$ cat config.mk
export PLATFORM = sky130hd
export DESIGN_NAME = flash_status_port
export DESIGN_NICKNAME = d
export VERILOG_FILES = /design/src/rtl/fsp_pkg.sv /design/src/rtl/fsp_edge_det.sv /design/src/rtl/fsp_cmd_rx.sv /design/src/rtl/fsp_stat_tx.sv /design/src/rtl/flash_status_port.sv
export SDC_FILE = /design/constraint.sdc
export NUM_CORES = 1
export LEC_CHECK = 0
export BUFFER_PORTS_ARGS = -buffer_cell sky130_fd_sc_hd__buf_2
export CELL_PAD_IN_SITES_DETAIL_PLACEMENT = 1
export CELL_PAD_IN_SITES_GLOBAL_PLACEMENT = 2
export CORE_ASPECT_RATIO = 0.8
export CORE_MARGIN = 1.5
export CORE_UTILIZATION = 35
export CTS_CLUSTER_DIAMETER = 60
export CTS_CLUSTER_SIZE = 14
export DETAILED_ROUTE_END_ITERATION = 10
export PLACE_DENSITY_LB_ADDON = 0.1
export SLEW_MARGIN = 0
export SYNTH_ARGS = -nofsm -noshare
export SYNTH_HDL_FRONTEND = slang
export SYNTH_SLANG_ARGS = --single-unit
$ cat constraint.sdc
create_clock -name clk -period 4.7 [get_ports clk]
set_clock_uncertainty 0.2 [all_clocks]
set_input_delay 0.47 -clock clk [delete_from_list [all_inputs] [get_ports clk]]
set_output_delay 0.47 -clock clk [all_outputs]
set_load 0.02 [all_outputs]
$ cat src/rtl/fsp_pkg.sv
package fsp_pkg;
  localparam int OP_W   = 8;
  localparam int STAT_W = 8;

  localparam logic [OP_W-1:0] OPC_STAT_RD = 8'h05;
  localparam logic [OP_W-1:0] OPC_WIDE_ON = 8'h55;
  localparam logic [OP_W-1:0] OPC_WIDE_OFF = 8'h45;

  typedef enum logic [1:0] {
    PH_OPCODE = 2'd0,
    PH_STREAM = 2'd1,
    PH_SINK   = 2'd2
  } phase_t;
endpackage

$ cat src/rtl/fsp_edge_det.sv
module fsp_edge_det (
  input  logic clk,
  input  logic rst_n,
  input  logic sck,
  output logic sck_rise,
  output logic sck_fall
);
  logic sck_q;

  always_ff @(posedge clk) begin
    if (!rst_n) sck_q <= 1'b0;
    else        sck_q <= sck;
  end

  assign sck_rise = sck & ~sck_q;
  assign sck_fall = ~sck & sck_q;
endmodule

$ cat src/rtl/fsp_cmd_rx.sv
module fsp_cmd_rx
  import fsp_pkg::*;
(
  input  logic clk,
  input  logic rst_n,
  input  logic cs_n,
  input  logic sck_rise,
  input  logic si,
  output logic wide_mode,
  output logic stream_act,
  output logic op_busy
);
  localparam int CW = $clog2(OP_W);

  phase_t          ph;
  logic [CW-1:0]   cnt;
  logic [OP_W-2:0] sh;
  logic [OP_W-1:0] opc;

  assign opc = {sh, si};

  always_ff @(posedge clk) begin
    if (!rst_n) begin
      ph        <= PH_OPCODE;
      cnt       <= '0;
      sh        <= '0;
      wide_mode <= 1'b0;
    end else if (cs_n) begin
      ph  <= PH_OPCODE;
      cnt <= '0;
      sh  <= '0;
    end else if (sck_rise && ph == PH_OPCODE) begin
      sh  <= opc[OP_W-2:0];
      cnt <= cnt + 1'b1;
      if (cnt == CW'(OP_W-1)) begin
        cnt <= '0;
        case (opc)
          OPC_STAT_RD: ph <= PH_STREAM;
          OPC_WIDE_ON: begin
            wide_mode <= 1'b1;
            ph        <= PH_SINK;
          end
          OPC_WIDE_OFF: begin
            wide_mode <= 1'b0;
            ph        <= PH_SINK;
          end
          default: ph <= PH_SINK;
        endcase
      end
    end
  end

  assign stream_act = (ph == PH_STREAM);
  assign op_busy    = (ph == PH_OPCODE);

  AST_MODE_HOLD: assert property (@(posedge clk) disable iff (!rst_n)
    cs_n |=> $stable(wide_mode));
endmodule

$ cat src/rtl/fsp_stat_tx.sv
module fsp_stat_tx
  import fsp_pkg::*;
(
  input  logic              clk,
  input  logic              rst_n,
  input  logic              cs_n,
  input  logic              stream_act,
  input  logic              wide_mode,
  input  logic              sck_fall,
  input  logic [STAT_W-1:0] stat_i,
  output logic              so_o,
  output logic              so_oe,
  output logic [STAT_W-1:0] po_o,
  output logic              po_oe
);
  localparam int IW = $clog2(STAT_W);

  logic [IW-1:0]     idx;
  logic [STAT_W-2:0] sh;

  always_ff @(posedge clk) begin
    if (!rst_n) begin
      idx   <= '0;
      sh    <= '0;
      so_o  <= 1'b0;
      so_oe <= 1'b0;
      po_o  <= '0;
      po_oe <= 1'b0;
    end else if (cs_n || !stream_act) begin
      idx   <= '0;
      so_oe <= 1'b0;
      po_oe <= 1'b0;
    end else if (sck_fall) begin
      if (wide_mode) begin
        po_o  <= stat_i;
        po_oe <= 1'b1;
      end else begin
        so_oe <= 1'b1;
        idx   <= (idx == IW'(STAT_W-1)) ? '0 : idx + 1'b1;
        if (idx == '0) begin
          so_o <= stat_i[STAT_W-1];
          sh   <= stat_i[STAT_W-2:0];
        end else begin
          so_o <= sh[STAT_W-2];
          sh   <= {sh[STAT_W-3:0], 1'b0};
        end
      end
    end
  end

  AST_SER_RELOAD: assert property (@(posedge clk) disable iff (!rst_n)
    (sck_fall && stream_act && !cs_n && !wide_mode && idx == '0)
      |=> (so_o == $past(stat_i[STAT_W-1])));
endmodule

$ cat src/rtl/flash_status_port.sv
module flash_status_port
  import fsp_pkg::*;
#(
  parameter int PAR_SCK_MIN_CLKS = 20
) (
  input  logic              clk,
  input  logic              rst_n,
  input  logic              sck,
  input  logic              cs_n,
  input  logic              si,
  input  logic [STAT_W-1:0] stat_i,
  output logic              so_o,
  output logic              so_oe,
  output logic [STAT_W-1:0] po_o,
  output logic              po_oe
);
  localparam int GW = $clog2(PAR_SCK_MIN_CLKS + 1);

  logic sck_rise, sck_fall;
  logic wide_mode, stream_act, op_busy;
  logic [GW-1:0] gap;

  fsp_edge_det u_edge (
    .clk(clk), .rst_n(rst_n), .sck(sck),
    .sck_rise(sck_rise), .sck_fall(sck_fall)
  );

  fsp_cmd_rx u_rx (
    .clk(clk), .rst_n(rst_n), .cs_n(cs_n), .sck_rise(sck_rise), .si(si),
    .wide_mode(wide_mode), .stream_act(stream_act), .op_busy(op_busy)
  );

  fsp_stat_tx u_tx (
    .clk(clk), .rst_n(rst_n), .cs_n(cs_n), .stream_act(stream_act),
    .wide_mode(wide_mode), .sck_fall(sck_fall), .stat_i(stat_i),
    .so_o(so_o), .so_oe(so_oe), .po_o(po_o), .po_oe(po_oe)
  );

  // clk cycles since the last rising SCK edge, saturating; checks the wide-mode rate limit
  always_ff @(posedge clk) begin
    if (!rst_n || cs_n)                     gap <= GW'(PAR_SCK_MIN_CLKS);
    else if (sck_rise)                      gap <= '0;
    else if (gap != GW'(PAR_SCK_MIN_CLKS))  gap <= gap + 1'b1;
  end

  AST_SCK_RATE: assert property (@(posedge clk) disable iff (!rst_n)
    (sck_rise && wide_mode && !cs_n) |-> (gap >= GW'(PAR_SCK_MIN_CLKS - 1)));

  AST_QUIET_OPCODE: assert property (@(posedge clk) disable iff (!rst_n)
    (op_busy && !cs_n) |-> (!so_oe && !po_oe));

  AST_SER_NARROW: assert property (@(posedge clk) disable iff (!rst_n)
    so_oe |-> !wide_mode);

  AST_WIDE_BUS: assert property (@(posedge clk) disable iff (!rst_n)
    po_oe |-> wide_mode);

  AST_DESELECT_OFF: assert property (@(posedge clk) disable iff (!rst_n)
    cs_n |=> (!so_oe && !po_oe));
endmodule

; ---- Word-level counts from Yosys, hierarchy flattened
; Index checks and enable logic that the tools add are counted.
; W data, S select, Z words.
[totals]
register_bits = 35
in_bits = 13
[op_classes]
n_eq_ne = 6
bitwise = 8
addsub = 2
n_mux = 6
reduce_logical = 14
[ops]
columns = operator, n
row1 = $eq A8 B7 Y1 const B, 2
row2 = $eq A8 B3 Y1 const B, 1
row3 = $mux W7, 1
row4 = $add A3 B1 Y3 const B, 2
row5 = $eq A3 B3 Y1 const B, 2
row6 = $mux W3, 2
row7 = $not A1 Y1, 6
row8 = $reduce_and A2 Y1, 3
row9 = $reduce_and A3 Y1, 2
row10 = $reduce_and A4 Y1, 1
row11 = $reduce_or A2 Y1, 2
row12 = $logic_not A3 Y1, 1
row13 = $and A1 B1 Y1, 2
row14 = $eq A2 B1 Y1 const B, 1
row15 = $logic_not A2 Y1, 1
row16 = $mux W2, 1
row17 = $pmux W1 S2, 1
row18 = $reduce_bool A2 Y1, 1
row19 = $logic_and A1 B1 Y1, 1
row20 = $logic_not A1 Y1, 1
row21 = $logic_or A1 B1 Y1, 1
row22 = $mux W1, 1

; ---- Logic depth before layout (Yosys ltp)
; Gate-level depths: netlist (run 1).
[depth]
word_depth = 5
depth_mapped = 6

; ---- Modules after synthesis
; From an unflattened synthesis (run 1), not the netlist that was laid out.
[unflattened]
cells_unflattened = 175
area_unflattened_um2 = 1472.7
[modules_own_cells]
columns = mod, area_per_inst_um2, instances, cells_per_inst, seq_area_each_um2
row1 = fsp_stat_tx, 884.6, 1, 104, 420.4
row2 = fsp_cmd_rx, 549.3, 1, 67, 260.2
row3 = fsp_edge_det, 38.8, 1, 4, 20.0

; ---- Worst setup path after synthesis (run 1)
; No wires, ideal clock.
[synth_path]
path_kind = in2reg
startpoint = input port cs_n
endpoint = register u_tx.sh[1]
cell_stages = 4
path_buffers = 1
slack_ps = 3002
required_ps = 4349
t_arrival_ps = 1347
cell_sequence = nand4bb_1 > clkbuf_1 > nor3_1 > a211oi_1
[synth_between]
elab_chain_cells = 3
[synth_lines]
columns = item, line
row1 = "start, declared", flash_status_port.sv:9  ; input logic cs_n,
row2 = $logic_or A1 B1 Y1, fsp_stat_tx.sv:29  ; end else if (cs_n || !stream_act) begin
row3 = $not A1 Y1 (no line), --
row4 = $reduce_and A3 Y1 (no line), --
row5 = "end signal, assigned", fsp_stat_tx.sv:42  ; sh <= stat_i[STAT_W-2:0];
row6 = "end signal, assigned", fsp_stat_tx.sv:45  ; sh <= {sh[STAT_W-3:0], 1'b0};
row7 = "end, declared", fsp_stat_tx.sv:19  ; logic [STAT_W-2:0] sh;
; No other way between the ends.
; A chain may end at the register's enable or synchronous reset.

; ---- Final worst setup path (run 1)
[layout_path]
startpoint = register u_tx.idx[0]
endpoint = register u_tx.sh[1]
[layout_between]
elab_chain_cells = 2
[layout_lines]
columns = item, line
row1 = "start, declared", fsp_stat_tx.sv:18  ; logic [IW-1:0] idx;
row2 = "start signal, assigned", fsp_stat_tx.sv:39  ; idx <= (idx == IW'(STAT_W-1)) ? '0 : idx + 1'b1;
row3 = $logic_not A3 Y1, fsp_stat_tx.sv:40  ; if (idx == '0) begin
row4 = $mux W7, fsp_stat_tx.sv:40
; No other way between the ends.

==> flow_metrics.env, run 1 <==
export IMPL_cts_max_level=2
export IMPL_cts_tree="built"
export IMPL_yosysUniqueCellTypes=32
export IMPL_insertion_delay_ps=280
export IMPL_nNetsFinal=210
export IMPL_postSynthCellCount=171
export IMPL_grt_pass1_wl_um=5840
export IMPL_synth_main_ff_cell="dfxtp_1"
export IMPL_cpMaxStageDelayCell="nor2b_1"
export IMPL_period_share_pct=44.0
export IMPL_drt_iter0_markers=39
export IMPL_start_util_pct=36.1
export IMPL_drtPass1Iterations=4
export IMPL_worstMarginPinSlew_ps=920
export IMPL_slew_violations=0
export IMPL_maxSlewHeadroom_pct=38.5
export IMPL_p_leak_nw=0.681
export IMPL_rsz0062_at_grt="no"
export IMPL_viasPerCell=5.07
export IMPL_max_freq_ghz=0.484
export IMPL_p_per_area_nw_per_um2=320
export IMPL_port_buffers=23
export IMPL_hold_buffers=0
export IMPL_dp_hpwl_um=2670
export IMPL_io_pins=24
export IMPL_ant_nets=0
export IMPL_grt_pass1_vias=1195
export IMPL_end_kind="register"
export IMPL_gr_total_overflow=0
export IMPL_cts_root_buf="clkbuf_8"
export IMPL_crit_path_max_incr_delay_ps=730
export IMPL_hp_class="input pin to register"
export IMPL_pre_cts_slack_ps=2380
export IMPL_clock_path_buffers=2
export IMPL_post_cts_buffers=0
export IMPL_start_kind="register"
export IMPL_power_uw=560
export IMPL_worstPathArrival_ps=1990
export IMPL_cap_violations=0
export IMPL_setup_viol=0
export IMPL_die_area_um2=4680
export IMPL_cp_cell_sequence="inv_1 -> ha_1 -> nor2b_1 -> mux2i_1 -> a211oi_1"
export IMPL_cts_made_buffers=5
export IMPL_worst_slack_ps=2630
export IMPL_synth_edff_count=0
export IMPL_async_flop_share_pct=0
export IMPL_drc=0
export IMPL_fp_dieH_um=61.5
export IMPL_worstPathRequired_ps=4620
export IMPL_die_w_um=76.1
export IMPL_yosys_register_bits=35
export IMPL_setup_tns_ps=0
export IMPL_ir_drop_mv=0.131
export IMPL_critical_path_max_fanout=8
export IMPL_synth_nets=189
export IMPL_cts_sinks=35
export IMPL_syn_avg_cell_area_um2=8.76
export IMPL_post_cts_resized=0
export IMPL_gp_congestion=0.755
export IMPL_avgRoutedWirePerCell_um=14.1
export IMPL_yosys_warnings=0
export IMPL_synth_area_um2=1500
export IMPL_critical_path_top_delay_family="simple AND/OR/NAND/NOR gates"
export IMPL_status="finished, final reports clean"
export IMPL_crit_type="register to register"
export IMPL_cp_num_buf_inv=1
export IMPL_grt_use_total_pct=16.3
export IMPL_layout_drive_gt1_share_pct=16.6
export IMPL_seq_area_frac_synth_pct=46.8
export IMPL_syn2layout_area_growth_pct=16.9
export IMPL_fin_crit_ps=2070
export IMPL_cts_reportedPaths_clkPinSlew_ps=70
export IMPL_grt_antenna_before_repair=0
export IMPL_drt_total_wl_um=3530
export IMPL_core_area_um2=4150
export IMPL_hold_viol=0
export IMPL_vias=1267
export IMPL_antenna_cells=0
export IMPL_grt_max_degree=18
export IMPL_rows=21
-- where the power goes --
| part | internal [mW] | total, mW | switching [mW] |
|---|---|---|---|
| sequential | 0.298 | 0.299 | 0.00115 |
| combinational | 0.00923 | 0.0245 | 0.0153 |
| clock | 0.134 | 0.236 | 0.102 |
-- metrics by stage --
stage	util, %	hold WS [ps]	area, µm²	instances
final	42.2	248	1750	250
after detailed placement	39.8	261	1650	242
after global placement	39.8	246	1650	242
after CTS	42.2	238	1750	250
after floorplan	-	240	1500	171
after global routing	42.2	250	1750	250
-- sequential cells by signal (all words and copies together) (netlist names) --
signal / flops
u_tx.po_o: 8
u_rx.sh: 7
u_tx.sh: 7
u_rx.cnt: 3
u_tx.idx: 3
u_rx.ph: 2
u_edge.sck_q: 1
u_rx.wide_mode: 1
u_tx.po_oe: 1
u_tx.so_o: 1
u_tx.so_oe: 1
-- cell type report --
cell class                 count  area, µm²
multi-input combinational    119        729
clock buffer                   8        100
timing repair buffer          24        123
inverter                       7       26.3
fill                         533       2400
tap                           57       71.3
sequential                    35        701
-- cell families after synthesis --
| logic type | count (synthesis) | share of synthesized area [%] |
|---|---|---|
| compound gates | 48 | 18.2 |
| simple gates | 56 | 19.6 |
| fa+ha+maj | 5 | 4.18 |
| flops | 35 | 46.8 |
| buf+inv | 17 | 4.51 |
| mux | 10 | 6.68 |
-- path summary, 6_finish.rpt --
path / from / endpoint / slack (ps) / depth (start not counted)
setup reg to reg: u_tx.idx[0] / u_tx.sh[1] / 2630 / 5
hold reg to reg: u_rx.cnt[1] / u_rx.cnt[1] / 260 / 2
hold / removal: si / u_rx.sh[0] / 250 / 3
setup / recovery: u_tx.idx[0] / u_tx.sh[1] / 2630 / 5
-- cells in the mapped netlist (all sizes together), types with 3 or more instances --
master  count  area (µm²)
a211oi      7        52.6
a21oi      28         140
clkbuf      8        31.3
dfxtp      35         701
ha          5        62.6
inv         6        22.5
mux2i      10         100
nand2      20        75.1
nand2b      3        18.8
nand3       8        40.0
nor2        9        33.8
o21ai       8        40.0
-- layout by cell type, fill, tap and decap left out, drive strengths merged --
| cell type | n |
|---|---|
| dfxtp | 35 |
| nand2b | 3 |
| and4bb | 1 |
| or3 | 1 |
| nand4 | 2 |
| ha | 5 |
| nor4 | 1 |
| nor2b | 2 |
| o41ai | 1 |
| mux2i | 10 |
| o31ai | 1 |
| a21oi | 28 |
| buf | 24 |
| a211oi | 7 |
| nor2 | 9 |
| nand2 | 20 |
| nor4b | 2 |
| nand3 | 8 |
| a31oi | 1 |
| o21ai | 8 |
| nor3b | 1 |
| or4b | 1 |
| a41oi | 1 |
| nor3 | 1 |
| inv | 6 |
| a211o | 1 |
| nor4bb | 1 |
| nand3b | 2 |
| clkinv | 1 |
| nand4bb | 1 |
| clkbuf | 8 |
-- worst reg2reg max path, stage by stage (launching register included) --
cell and delay [ps]:
dfxtp_1 340, inv_1 60, ha_1 150, nor2b_1 730
mux2i_1 320, a211oi_1 100
-- routing by layer --
metal	global-route usage (%)	vias to the layer above	share of wire [%]
met4	5.56	0	0.34
met2	23.6	17	43
met5	0	-	0
li1	-	650	-
met1	23.8	598	53
met3	4.30	2	3.9
(Power assumes the default switching activity.)
==> run 2, diff against run 1 <==
--- a/config.mk
+++ b/config.mk
@@ -10,7 +10,7 @@
 export CELL_PAD_IN_SITES_GLOBAL_PLACEMENT = 2
 export CORE_ASPECT_RATIO = 0.8
 export CORE_MARGIN = 1.5
-export CORE_UTILIZATION = 35
+export CORE_UTILIZATION = 30
 export CTS_CLUSTER_DIAMETER = 60
 export CTS_CLUSTER_SIZE = 14
 export DETAILED_ROUTE_END_ITERATION = 10
==> constraint.sdc (replaced) <==
create_clock -name clk -period 1.74 [get_ports clk]
set_clock_uncertainty 0.2 [all_clocks]
set_input_delay 0.174 -clock clk [delete_from_list [all_inputs] [get_ports clk]]
set_output_delay 0.174 -clock clk [all_outputs]
set_load 0.02 [all_outputs]
==> run 2 against run 1 <==
Worst setup slack worse by 2600 ps; power rose to 2.6 times the previous value; critical path type unchanged; critical endpoint is now u_rx.cnt[0]; final cell count rose by 8.4%.
==> flow_metrics.env, run 2 (synthesized netlist as in run 1, its figures left out) <==
export IMPL_max_freq_ghz=0.603
export IMPL_p_per_area_nw_per_um2=755
export IMPL_end_kind="register"
export IMPL_critical_path_max_fanout=6
export IMPL_die_area_um2=5430
export IMPL_final_core_util_pct=40.7
export IMPL_cts_sinks=35
export IMPL_nNetsFinal=230
export IMPL_p_leak_nw=0.758
export IMPL_ir_drop_mv=0.392
export IMPL_worstMarginPinSlew_ps=477
export IMPL_avgRoutedWirePerCell_um=15.7
export IMPL_largest_registers="u_tx.po_o x8, u_rx.sh x7, u_tx.sh x7"
export IMPL_period_share_pct=95.3
export IMPL_drtPass1Iterations=4
export IMPL_setup_tns_ps=0
export IMPL_start_util_pct=32.0
export IMPL_syn2layout_area_growth_pct=27.2
export IMPL_post_cts_buffers=0
export IMPL_fin_crit_ps=1660
export IMPL_hp_class="input pin to register"
export IMPL_drt_iter0_markers=66
export IMPL_insertion_delay_ps=280
export IMPL_maxSlewHeadroom_pct=67.9
export IMPL_grt_pass1_wl_um=6840
export IMPL_largest_reg_flops=8
export IMPL_seq_area_um2=701
export IMPL_grt_antenna_before_repair=0
export IMPL_instances_no_fill=271
export IMPL_cts_reportedPaths_clkPinSlew_ps=70
export IMPL_grt_use_total_pct=17.3
export IMPL_crit_type="register to register"
export IMPL_placedCellCount=255
export IMPL_rows=22
export IMPL_worstPathArrival_ps=1670
export IMPL_gp_congestion=0.771
export IMPL_io_pins=24
export IMPL_multi_input_area_um2=733
export IMPL_rsz0062_at_grt="no"
export IMPL_core_area_um2=4680
export IMPL_clock_path_buffers=2
export IMPL_fp_dieH_um=66.2
export IMPL_drt_total_wl_um=4250
export IMPL_dp_hpwl_um=3060
export IMPL_ant_nets=0
export IMPL_worstPathRequired_ps=1750
export IMPL_setup_viol=0
export IMPL_grt_pass1_vias=1409
export IMPL_vias=1370
export IMPL_drc=0
export IMPL_status="finished, final reports clean"
export IMPL_grt_max_degree=18
export IMPL_layout_cells_most_common="dfxtp_1"
export IMPL_cts_made_buffers=5
export IMPL_viasPerCell=5.06
export IMPL_cts_max_level=2
export IMPL_cap_violations=0
export IMPL_slew_violations=0
export IMPL_port_buffers=23
export IMPL_antenna_cells=0
export IMPL_start_kind="register"
export IMPL_cts_tree="built"
export IMPL_fillers=572
export IMPL_gr_total_overflow=0
export IMPL_die_w_um=82.0
export IMPL_cts_root_buf="clkbuf_8"
export IMPL_top_register="u_tx.po_o"
export IMPL_hold_viol=0
export IMPL_final_cell_mix="35 x dfxtp_1, 28 x a21oi_1, 23 x buf_2, 20 x nand2_1, 11 x buf_4"
export IMPL_layout_drive_gt1_share_pct=19.0
run 2: cell types whose count changed in the layout (fill, tap and decap cells not counted):
cell           previous run  this run
and4bb_2                  1         0
and4bb_4                  0         1
buf_4                     1        11
clkbuf_8                  7         5
dlygate4sd3_1             0        10
run 2: worst max-delay path, stage by stage, from the launching register on:
cell and delay [ps]:
dfxtp_1 360, or4b_1 570, or3_1 330, a21oi_1 140
run 2: per-stage QoR:
stage	total power, mW	hold WS, ps	area, µm²	setup WS [ps]
floorplan	0.860	109	1500	149
finish	1.44	3.22	1910	81.8
detailed placement	0.901	235	1730	108
global placement	0.897	223	1730	177
CTS	1.46	2.26	1900	95.0
global route	1.51	36.4	1910	18.0
run 2: path summary, 6_finish.rpt:
check,slack (ps),depth (start not counted),end,startpoint
hold / removal,3,3,u_tx.po_o[5],stat_i[5]
setup / recovery,80,3,u_rx.cnt[0],u_rx.ph[0]
setup reg to reg,80,3,u_rx.cnt[0],u_rx.ph[0]
hold reg to reg,270,2,u_rx.sh[2],u_rx.sh[1]
run 2: where the power goes:
part	total [mW]	internal [mW]	switching (mW)
Combinational	0.0926	0.0441	0.0484
Sequential	0.808	0.804	0.00376
Clock	0.538	0.267	0.271
run 2: repair_timing:
| item | CTS | global route |
|---|---|---|
| hold buffers | 10 | 0 |
| resized for setup | 0 | 1 |
| hold endpoints to repair | 11 | 0 |
| endpoints found under the setup margin | 0 | 1 |
run 2: area by class of cell:
| type | count | share of cell area (%) |
|---|---|---|
| Inverter | 7 | 1.38 |
| Clock buffer | 6 | 3.81 |
| Timing Repair Buffer | 44 | 15.6 |
| Multi-Input combinational cell | 119 | 38.5 |
| Tap cell | 60 | 3.94 |
| Sequential cell | 35 | 36.8 |
run 2: metal layers:
metal | global-route usage [%] | vias up | share of wire, %
li1 | - | 688 | -
met4 | 5.08 | 0 | 1.3
met3 | 4.28 | 6 | 4.0
met1 | 22.3 | 647 | 49
met5 | 0 | - | 0
met2 | 28.5 | 29 | 46
==> run 3, diff against run 2 <==
--- a/config.mk
+++ b/config.mk
@@ -10,9 +10,10 @@
 export CELL_PAD_IN_SITES_GLOBAL_PLACEMENT = 2
 export CORE_ASPECT_RATIO = 0.8
 export CORE_MARGIN = 1.5
-export CORE_UTILIZATION = 30
+export CORE_UTILIZATION = 31
+export CTS_BUF_LIST = sky130_fd_sc_hd__clkbuf_4
 export CTS_CLUSTER_DIAMETER = 60
-export CTS_CLUSTER_SIZE = 14
+export CTS_CLUSTER_SIZE = 30
 export DETAILED_ROUTE_END_ITERATION = 10
 export PLACE_DENSITY_LB_ADDON = 0.1
 export SLEW_MARGIN = 0
==> run 3 against run 2 <==
Die area shrank 3.1%; maximum frequency shrank 0.46%; non-clock buffer count grew 1; sequential share of layout area shrank 0.29 points; core utilization grew 0.81 points; sequential cell count is the same; clock power grew 7.8%; largest power group unchanged; first-iteration DRC count shrank 4.5%; sequential power is essentially flat; critical path depth grew 3.
==> flow_metrics.env, run 3 (synthesized netlist as in run 1, its figures left out) <==
export IMPL_slew_violations=0
export IMPL_avgRoutedWirePerCell_um=14.7
export IMPL_drtPass1Iterations=4
export IMPL_fp_dieH_um=65.2
export IMPL_max_freq_ghz=0.600
export IMPL_start_kind="register"
export IMPL_io_pins=24
export IMPL_critical_path_top_delay_family="flip-flops"
export IMPL_cts_root_buf="clkbuf_4"
export IMPL_die_w_um=80.7
export IMPL_drt_total_wl_um=4040
export IMPL_drc=0
export IMPL_worstMarginPinSlew_ps=522
export IMPL_finalInstanceArea_um2=1920
export IMPL_placedCellCount=255
export IMPL_crit_path_max_incr_delay_ps=390
export IMPL_end_kind="register"
export IMPL_worst_slack_ps=74.1
export IMPL_gr_total_overflow=0
export IMPL_pre_cts_slack_ps=65.6
export IMPL_p_leak_nw=0.768
export IMPL_port_buffers=23
export IMPL_antenna_cells=0
export IMPL_gp_congestion=0.735
export IMPL_layout_cells_most_common="dfxtp_1"
export IMPL_ant_nets=0
export IMPL_die_area_um2=5260
export IMPL_power_mw=1.48
export IMPL_cap_violations=0
export IMPL_period_share_pct=95.7
export IMPL_setup_tns_ps=0
export IMPL_nNetsFinal=231
export IMPL_cts_reportedPaths_clkPinSlew_ps=110
export IMPL_status="finished, final reports clean"
export IMPL_vias=1380
export IMPL_worstPathArrival_ps=1710
export IMPL_insertion_delay_ps=340
export IMPL_hold_viol=0
export IMPL_fin_crit_ps=1670
export IMPL_cts_made_buffers=5
export IMPL_grt_pass1_wl_um=6720
export IMPL_hp_class="input pin to register"
export IMPL_grt_use_total_pct=17.0
export IMPL_top_register="u_tx.po_o"
export IMPL_instances_no_fill=274
export IMPL_post_cts_buffers=0
export IMPL_syn2layout_area_growth_pct=28.2
export IMPL_dp_hpwl_um=2900
export IMPL_maxSlewHeadroom_pct=65.0
export IMPL_grt_antenna_before_repair=0
export IMPL_cp_cell_sequence="inv_1 -> ha_1 -> nor2b_1 -> buf_4 -> mux2i_1 -> a211oi_1"
export IMPL_start_util_pct=32.4
export IMPL_final_core_util_pct=41.5
export IMPL_setup_viol=0
export IMPL_fillers=559
export IMPL_ir_drop_mv=0.474
export IMPL_drt_iter0_markers=63
export IMPL_p_per_area_nw_per_um2=771
export IMPL_rows=22
export IMPL_critical_path_max_fanout=8
export IMPL_cp_num_buf_inv=2
export IMPL_cts_sinks=35
export IMPL_grt_max_degree=18
export IMPL_largest_registers="u_tx.po_o x8, u_rx.sh x7, u_tx.sh x7"
export IMPL_final_cell_mix="35 x dfxtp_1, 28 x a21oi_1, 23 x buf_2, 20 x nand2_1"
export IMPL_grt_pass1_vias=1392
export IMPL_cpMaxStageDelayCell="dfxtp_1"
export IMPL_viasPerCell=5.04
export IMPL_worstPathRequired_ps=1780
export IMPL_place_area_um2=1730
export IMPL_layout_drive_gt1_share_pct=20.1
export IMPL_cts_max_level=2
export IMPL_cts_tree="built"
export IMPL_crit_type="register to register"
export IMPL_timing_hold_ws_ps=7.94
export IMPL_largest_reg_flops=8
export IMPL_core_area_um2=4620
export IMPL_clock_path_buffers=2
-- run 3: timing repair --
action / 4_1_cts / 5_1_grt
gates resized for setup: 0 / 1
setup endpoints to repair: 0 / 1
hold endpoints to repair: 15 / 0
hold buffers: 11 / 0
-- run 3: worst reg2reg max path, cell delays in order (launching register included) --
cell      delay [ps]
dfxtp_1          390
inv_1             60
ha_1             190
nor2b_1          130
buf_4            180
mux2i_1          140
a211oi_1         290
-- run 3: worst paths after layout --
path | startpoint | end | slack [ps] | cells past startpoint
max | u_tx.idx[0] | u_tx.sh[5] | 70 | 6
min | cs_n | u_rx.wide_mode | 8 | 4
max reg2reg | u_tx.idx[0] | u_tx.sh[5] | 70 | 6
min reg2reg | u_tx.so_oe | u_tx.so_oe | 280 | 2
-- run 3: where the power goes --
part | internal, mW | switching [mW] | leakage (nW)
Combinational | 0.0454 | 0.0485 | 0.443
Sequential | 0.804 | 0.00343 | 0.282
Clock | 0.296 | 0.284 | 0.0426
Total | 1.15 | 0.336 | 0.768
-- run 3: area by class of cell --
| type | instances | area (µm²) | area share, % |
|---|---|---|---|
| multi-input combinational | 119 | 734 | 38.2 |
| sequential | 35 | 701 | 36.5 |
| timing repair buffer | 45 | 308 | 16.0 |
| tap | 60 | 75.1 | 3.91 |
| clock inverter | 3 | 38.8 | 2.02 |
| clock buffer | 5 | 37.5 | 1.95 |
| inverter | 7 | 26.3 | 1.37 |
-- run 3: metal layers --
| metal | global-route usage, % | vias up | part of all wire [%] |
|---|---|---|---|
| li1 | - | 689 | - |
| met1 | 22.8 | 659 | 50 |
| met2 | 26.8 | 26 | 45 |
| met3 | 4.58 | 6 | 4.3 |
| met4 | 5.17 | 0 | 1.1 |
| met5 | 0 | - | 0 |
